[src/rtl/br_pkg.sv]
package br_pkg;

    // Kind of processor access recognised in the current clock.
    typedef enum logic [2:0] {
        ACC_NONE,
        ACC_RD_LO,
        ACC_RD_HI,
        ACC_WR_LO,
        ACC_WR_HI
    } acc_e;

    // Map a recognised access to its kind; rw=1 is a read, a0=1 the high byte.
    function automatic acc_e classify(input logic fire, input logic rw, input logic a0);
        acc_e k;
        if (!fire) begin
            k = ACC_NONE;
        end else begin
            case ({rw, a0})
                2'b10:   k = ACC_RD_LO;
                2'b11:   k = ACC_RD_HI;
                2'b00:   k = ACC_WR_LO;
                default: k = ACC_WR_HI;
            endcase
        end
        return k;
    endfunction

endpackage

[src/rtl/br_access_decode.sv]
module br_access_decode
    import br_pkg::*;
(
    input  logic clk,
    input  logic rst,
    input  logic cs,
    input  logic stb,
    input  logic rw,
    input  logic a0,
    output acc_e acc
);
    logic sel;
    logic sel_q;
    logic fire;

    assign sel  = cs & stb;
    assign fire = !rst && sel && !sel_q;

    always_ff @(posedge clk) begin
        if (rst) sel_q <= 1'b0;
        else     sel_q <= sel;
    end

    assign acc = classify(fire, rw, a0);
endmodule

[src/rtl/br_hold_reg.sv]
module br_hold_reg
    import br_pkg::*;
#(
    parameter int BYTE_W = 8
) (
    input  logic              clk,
    input  logic              rst,
    input  acc_e              acc,
    input  logic [BYTE_W-1:0] dev_hi,
    input  logic [BYTE_W-1:0] cpu_byte,
    output logic [BYTE_W-1:0] hold_q,
    output logic              err_q,
    output logic              rd_go,
    output logic              wr_go
);
    logic pend_q;

    assign rd_go = (acc == ACC_RD_LO);
    assign wr_go = (acc == ACC_WR_HI) && pend_q;

    always_ff @(posedge clk) begin
        if (rst) begin
            hold_q <= '0;
            pend_q <= 1'b0;
            err_q  <= 1'b0;
        end else begin
            case (acc)
                ACC_RD_LO: begin
                    hold_q <= dev_hi;
                    pend_q <= 1'b0;
                end
                ACC_WR_LO: begin
                    hold_q <= cpu_byte;
                    pend_q <= 1'b1;
                end
                ACC_WR_HI: begin
                    if (pend_q) pend_q <= 1'b0;
                    else        err_q  <= 1'b1;
                end
                default: ;
            endcase
        end
    end
endmodule

[src/rtl/br_read_mux.sv]
module br_read_mux #(
    parameter int BYTE_W = 8
) (
    input  logic              cs,
    input  logic              rw,
    input  logic              stb,
    input  logic              a0,
    input  logic [BYTE_W-1:0] hold,
    input  logic [BYTE_W-1:0] dev_lo,
    output logic [BYTE_W-1:0] rdata,
    output logic              oe
);
    always_comb begin
        oe    = cs & rw & stb;
        rdata = '0;
        if (oe) rdata = a0 ? hold : dev_lo;
    end
endmodule

[src/rtl/bridge_8to16.sv]
module bridge_8to16
    import br_pkg::*;
#(
    parameter int BYTE_W = 8,
    localparam int WORD_W = 2 * BYTE_W
) (
    input  logic              clk,
    input  logic              rst,
    input  logic              cpu_cs,
    input  logic              cpu_rw,
    input  logic              cpu_a0,
    input  logic              cpu_stb,
    input  logic [BYTE_W-1:0] cpu_wdata,
    output logic [BYTE_W-1:0] cpu_rdata,
    output logic              cpu_rdata_oe,
    input  logic [WORD_W-1:0] dev_rdata,
    output logic [WORD_W-1:0] dev_wdata,
    output logic              dev_rd,
    output logic              dev_wr,
    output logic              err_orphan
);
    acc_e              acc;
    logic [BYTE_W-1:0] hold_q;

    br_access_decode u_dec (
        .clk (clk),
        .rst (rst),
        .cs  (cpu_cs),
        .stb (cpu_stb),
        .rw  (cpu_rw),
        .a0  (cpu_a0),
        .acc (acc)
    );

    br_hold_reg #(.BYTE_W(BYTE_W)) u_hold (
        .clk      (clk),
        .rst      (rst),
        .acc      (acc),
        .dev_hi   (dev_rdata[WORD_W-1:BYTE_W]),
        .cpu_byte (cpu_wdata),
        .hold_q   (hold_q),
        .err_q    (err_orphan),
        .rd_go    (dev_rd),
        .wr_go    (dev_wr)
    );

    br_read_mux #(.BYTE_W(BYTE_W)) u_rmux (
        .cs     (cpu_cs),
        .rw     (cpu_rw),
        .stb    (cpu_stb),
        .a0     (cpu_a0),
        .hold   (hold_q),
        .dev_lo (dev_rdata[BYTE_W-1:0]),
        .rdata  (cpu_rdata),
        .oe     (cpu_rdata_oe)
    );

    assign dev_wdata = {cpu_wdata, hold_q};
endmodule

[config.mk]
export PLATFORM = sky130hd
export DESIGN_NAME = bridge_8to16
export DESIGN_NICKNAME = d
export VERILOG_FILES = /design/src/rtl/br_pkg.sv /design/src/rtl/br_access_decode.sv /design/src/rtl/br_hold_reg.sv /design/src/rtl/br_read_mux.sv /design/src/rtl/bridge_8to16.sv
export SDC_FILE = /design/constraint.sdc
export NUM_CORES = 1
export LEC_CHECK = 0
export BUFFER_PORTS_ARGS = -buffer_cell sky130_fd_sc_hd__buf_4
export CAP_MARGIN = 15
export CORE_ASPECT_RATIO = 0.75
export CORE_MARGIN = 2
export CORE_UTILIZATION = 35
export CTS_CLUSTER_SIZE = 10
export DETAILED_ROUTE_END_ITERATION = 8
export GPL_TIMING_DRIVEN = 1
export HOLD_SLACK_MARGIN = 0.05
export PLACE_DENSITY = 0.67
export SLEW_MARGIN = 20
export SYNTH_ARGS = -nofsm -noshare
export SYNTH_HDL_FRONTEND = slang
export SYNTH_HIERARCHICAL = 1
export SYNTH_SLANG_ARGS = --single-unit
[constraint.sdc]
create_clock -name clk -period 5 [get_ports clk]
set_clock_uncertainty 0.15 [all_clocks]
set_input_delay 0.75 -clock clk [delete_from_list [all_inputs] [get_ports clk]]
set_output_delay 0.75 -clock clk [all_outputs]
set_load 0.01 [all_outputs]
# Word level (Yosys, flattened, before mapping)
# Index checks and enable logic that the tools add are counted.
# Widths: inputs -> output; s select.
classes:
  n_eq_ne: 5
  n_mux: 6
  n_bitwise: 4
  reduce_logical: 10
ops:
  columns: ["op", "n"]
  rows:
  - ["$mux 8", 2]
  - ["$pmux 8 s2", 1]
  - ["$pmux 3 s3", 1]
  - ["$eq 2x2->1 const B", 2]
  - ["$reduce_bool 2->1", 2]
  - ["$and 1x1->1", 3]
  - ["$eq 3x1->1 const B", 1]
  - ["$eq 3x2->1 const B", 1]
  - ["$eq 3x3->1 const B", 1]
  - ["$logic_and 1x1->1", 3]
  - ["$mux 3", 1]
  - ["$logic_not 1->1", 2]
  - ["$logic_not 2->1", 1]
  - ["$pmux 1 s2", 1]
  - ["$reduce_and 2->1", 1]
  - ["$reduce_or 2->1", 1]
  - ["$not 1->1", 1]
totals:
  reg_bits: 11
  inputBits: 30
  wordCells: 29

# Logic depth before layout (Yosys ltp)
depth:
  depth_word: 7
  ltp_mapped: 9
  depth_no_buf: 7

# Cells and area by module
# Netlist, hierarchy kept.
by_module_without_submodules:
  columns: ["mod", "instances", "cells_each", "area_per_inst_um2", "seq_area_each_um2"]
  rows:
  - ["br_hold_reg", 1, 49, 500.5, 200.2]
  - ["br_read_mux", 1, 19, 130.1, 0.0]
  - ["br_access_decode", 1, 12, 122.6, 20.0]
  - ["bridge_8to16", 1, 8, 60.1, 0.0]

# Worst setup path before layout
# Ideal clock, no wire load.
synth_timing:
  kind: "input-to-output"
  startpoint: "input cpu_rw"
  endpoint: "output dev_wr"
  arrival_time_ns: 1.859
  t_required_ns: 4.100
  setup_slack_ns: 2.241
  path_stages: 6
  path_buffers: 1
  cell_sequence: "inv_1 ha_1 nor4_2 buf_4 nor2_1 and3_1"
synth_via:
  elab_chain_len: 5
  word_cells_on_any_way: 7
synth_rtl:
  columns: ["item", "line", "text"]
  rows:
  - ["start, declared", "bridge_8to16.sv:10", "input logic cpu_rw,"]
  - ["$eq 2x2->1 / $logic_not 2->1 (equally long branches)", "br_pkg.sv:18", "case ({rw, a0})"]
  - ["$pmux 3 s3 *", "br_pkg.sv:18", null]
  - ["$mux 3 *", "br_pkg.sv:15", "if (!fire) begin"]
  - ["via acc[1]", "bridge_8to16.sv:22", "acc_e acc;"]
  - ["$eq 3x3->1 *", "br_hold_reg.sv:19", "assign wr_go = (acc == ACC_WR_HI) && pend_q;"]
  - ["$logic_and 1x1->1 *", "br_hold_reg.sv:19", null]
  - ["end, declared", "bridge_8to16.sv:19", "output logic dev_wr,"]
# The timed path passes the listed nets; every way through them passes the cells marked *.

# Worst setup path in the final report
layout_timing:
  startpoint: "input cpu_a0"
  endpoint: "output dev_wr"
layout_via:
  elab_chain_len: 5
  word_cells_on_any_way: 7
layout_rtl:
  columns: ["item", "line", "text"]
  rows:
  - ["start, declared", "bridge_8to16.sv:11", "input logic cpu_a0,"]
  - ["$eq 2x2->1 / $logic_not 2->1 (equally long branches)", "br_pkg.sv:18", null]
  - ["$pmux 3 s3 *", "br_pkg.sv:18", null]
  - ["$mux 3 *", "br_pkg.sv:15", null]
  - ["via acc[1]", "bridge_8to16.sv:22", null]
  - ["$eq 3x3->1 *", "br_hold_reg.sv:19", null]
  - ["$logic_and 1x1->1 *", "br_hold_reg.sv:19", null]
# Marked as above.

==> reports/metrics.yaml <==
detailedRoute.firstPassIterationCount: 3
outcome: "finished clean"
boundaryPins: 58
die_y_microns: 45.7
routed_wirelength_microns: 2020
synth_area_leader_cell: "dfxtp_1"
m1WireLength_microns: 900
drt-initial-drc-count: 6
synth_cell_type_count: 23
clock-sinks: 11
whs_path_depth: 2
synthToLayoutAreaGrowth_pct: 46.6
antenna_found_initial: 0
timing.critical_path.required_ns: 4.10
placementRows: 15
clk_pin_slew_worst_paths_ns: 0.07
synth_seq_cells: 11
report.final.setup_viol: 0
final_routed_wire_length_divided_by_cell_count_microns: 12.5
dpl.cell_count: 158
cts_buffer_count: 3
synth_fp_nets: 121
syn-cell-area_sq_um: 813
final-max-slew-violation-count: 0
portBuffers: 57
slew_headroom_pct: 51.1
power.density_cell_area_nw_per_um2: 177
finalWeightedCongestion: 0.649
fin_setup_tns_ns: 0
placeableCoreArea_sq_um: 2250
rsz0062_at_grt: "false"
drt.antenna.violating_nets: 0
area_enclosed_by_the_die_boundary_sq_um: 2730
synth_top_cell_area_share_pct: 27.1
cap_violations: 0
globalRouteOverflowTotal: 0
final_util_pct: 52.9
grt_start_max_net_pins: 17
die_span_in_x_microns: 59.7
tritoncts: "yes"
detailed_place.area_sq_um: 1170
avgSynthCellArea_sq_um: 9.24
worst-endpoint-arrival_ns: 2.09
leakagePower_nw: 0.562
period_needed_ns: 2.99
via_per_instance_ratio: 4.81
cts_htree_levels: 1
r2r.worst_path.cells: 4
starting_density_of_the_core_pct: 36.1
vias: 779
critical_path_class: "input port to primary output"
highest-signal-layer: "met4"
grt_util_all_layers_pct: 15.5
cts-root-buf: "clkbuf_4"
cts-root-to-sink-buffers: 2
tightest_slew_ns: 0.730
cts.hold.buffers_added: 0
dpl.hpwl_microns: 1590
cp_max_fo: 10
worst_skew_pair.late_latency_ns: 0.27
fin_crit_sh_pct: 59.8
finalInstanceArea_sq_um: 1190
worst_vdd_ir_mv: 0.0962
post-route-drc-count: 0
synth_seq_area_share_pct: 27.1
clock.fmax_ghz: 0.334
final_hold_violating_endpoints: 0
synth_top_cells_by_area: "dfxtp_1 (27%), mux2i_1 (20%), buf_4 (8.3%)"
layout.cells.non_filler: 162
hp_class: "register to register"
post_cts_setup_repair_buffer_count: 0
end_kind: "primary output"
first_pass_grt_wire_length_microns: 3080
synthCells: 88
detailroute.wirelength.met2_microns: 969
insertedDiodeCount: 0
totalPowerFinal_uw: 211
yosys_warnings: 6
worstSetupStartpointType: "input port"
post_route_cells_drive_above_1_share_pct: 52.6
cts-resized-gates: 0
wl_met3_microns: 127
design.final.nets: 171
grt_pass1_vias: 725
synthesized netlist by cell type (all sizes together):
| cell | number |
|---|---|
| nor2 | 20 |
| mux2i | 16 |
| buf | 13 |
| dfxtp | 11 |
| a211oi | 9 |
| inv | 4 |
| ha | 3 |
| nor4 | 2 |
| a21oi | 1 |
| a31oi | 1 |
| and3 | 1 |
| nand2 | 1 |
| nand2b | 1 |
| nand3 | 1 |
| nor2b | 1 |
| nor4b | 1 |
| o21bai | 1 |
| or2b | 1 |
state kept, by name (all words and copies together), names as in the netlist:
name and flops:
u_hold/pend_q 1, u_hold/hold_q 8, u_hold/err_q 1, u_dec/sel_q 1
per-layer routing:
metal	vias up	GRT usage [%]
met5	-	0
met4	0	8.89
met2	32	25.0
met1	350	19.4
li1	395	-
met3	2	2.84
layout make-up:
cell class | instances | area [sq um]
clock buffer | 4 | 26.3
fill | 201 | 1060
inverter | 4 | 15.0
multi-input combinational | 60 | 464
sequential | 11 | 220
tap | 25 | 31.3
timing repair buffer | 58 | 435
cell usage in the layout (no fill, tap or decap), drive strengths merged:
cell type,count
inv,4
nand3,1
a211oi,9
mux2i,16
a21oi,1
buf,58
nand2,1
nor2b,1
nand2b,1
nor4b,1
dfxtp,11
o21bai,1
and3,1
nor2,20
or2b,1
a31oi,1
ha,3
clkbuf,4
nor4,2
cell families (layout without fill, tap and decap cells):
logic type | Yosys count | after routing | synth area share [%]
AND/OR/NAND/NOR | 29 | 29 | 19.7
buffers and inverters | 17 | 66 | 15.8
multiplexers | 16 | 16 | 19.7
AO/OA/AOI/OAI | 12 | 12 | 13.1
flip-flops | 11 | 11 | 27.1
adder cells (fa/ha/maj) | 3 | 3 | 4.62
report_power, final:
| part | switching (mW) | internal (mW) | total, mW | leakage (nW) |
|---|---|---|---|---|
| clock | 0.0304 | 0.0309 | 0.0613 | 0.0150 |
| sequential | 0.00212 | 0.0900 | 0.0921 | 0.0892 |
| combinational | 0.0249 | 0.0325 | 0.0575 | 0.458 |
worst max-delay path, stage by stage:
cell and delay [ns]:
buf_4 0.18, inv_1 0.08, ha_1 0.29, nor4_2 0.36, nor2_1 0.10, and3_1 0.19
buf_4 0.14
final timing paths:
kind,from,to,slack (ns)
hold reg to reg,u_hold/err_q,u_hold/err_q,0.35
setup / recovery,cpu_a0,dev_wr,2.01
hold / removal,u_hold/err_q,u_hold/err_q,0.35
setup reg to reg,u_dec/sel_q,u_hold/hold_q[2],3.08
metrics by stage:
stage	setup WS [ns]	hold WS, ns
final	2.01	0.354
after CTS	1.99	0.360
after floorplan	2.24	0.297
after global placement	2.05	0.311
after global routing	1.82	0.384
after detailed placement	2.00	0.338
Power figures use the tool's default switching activity.
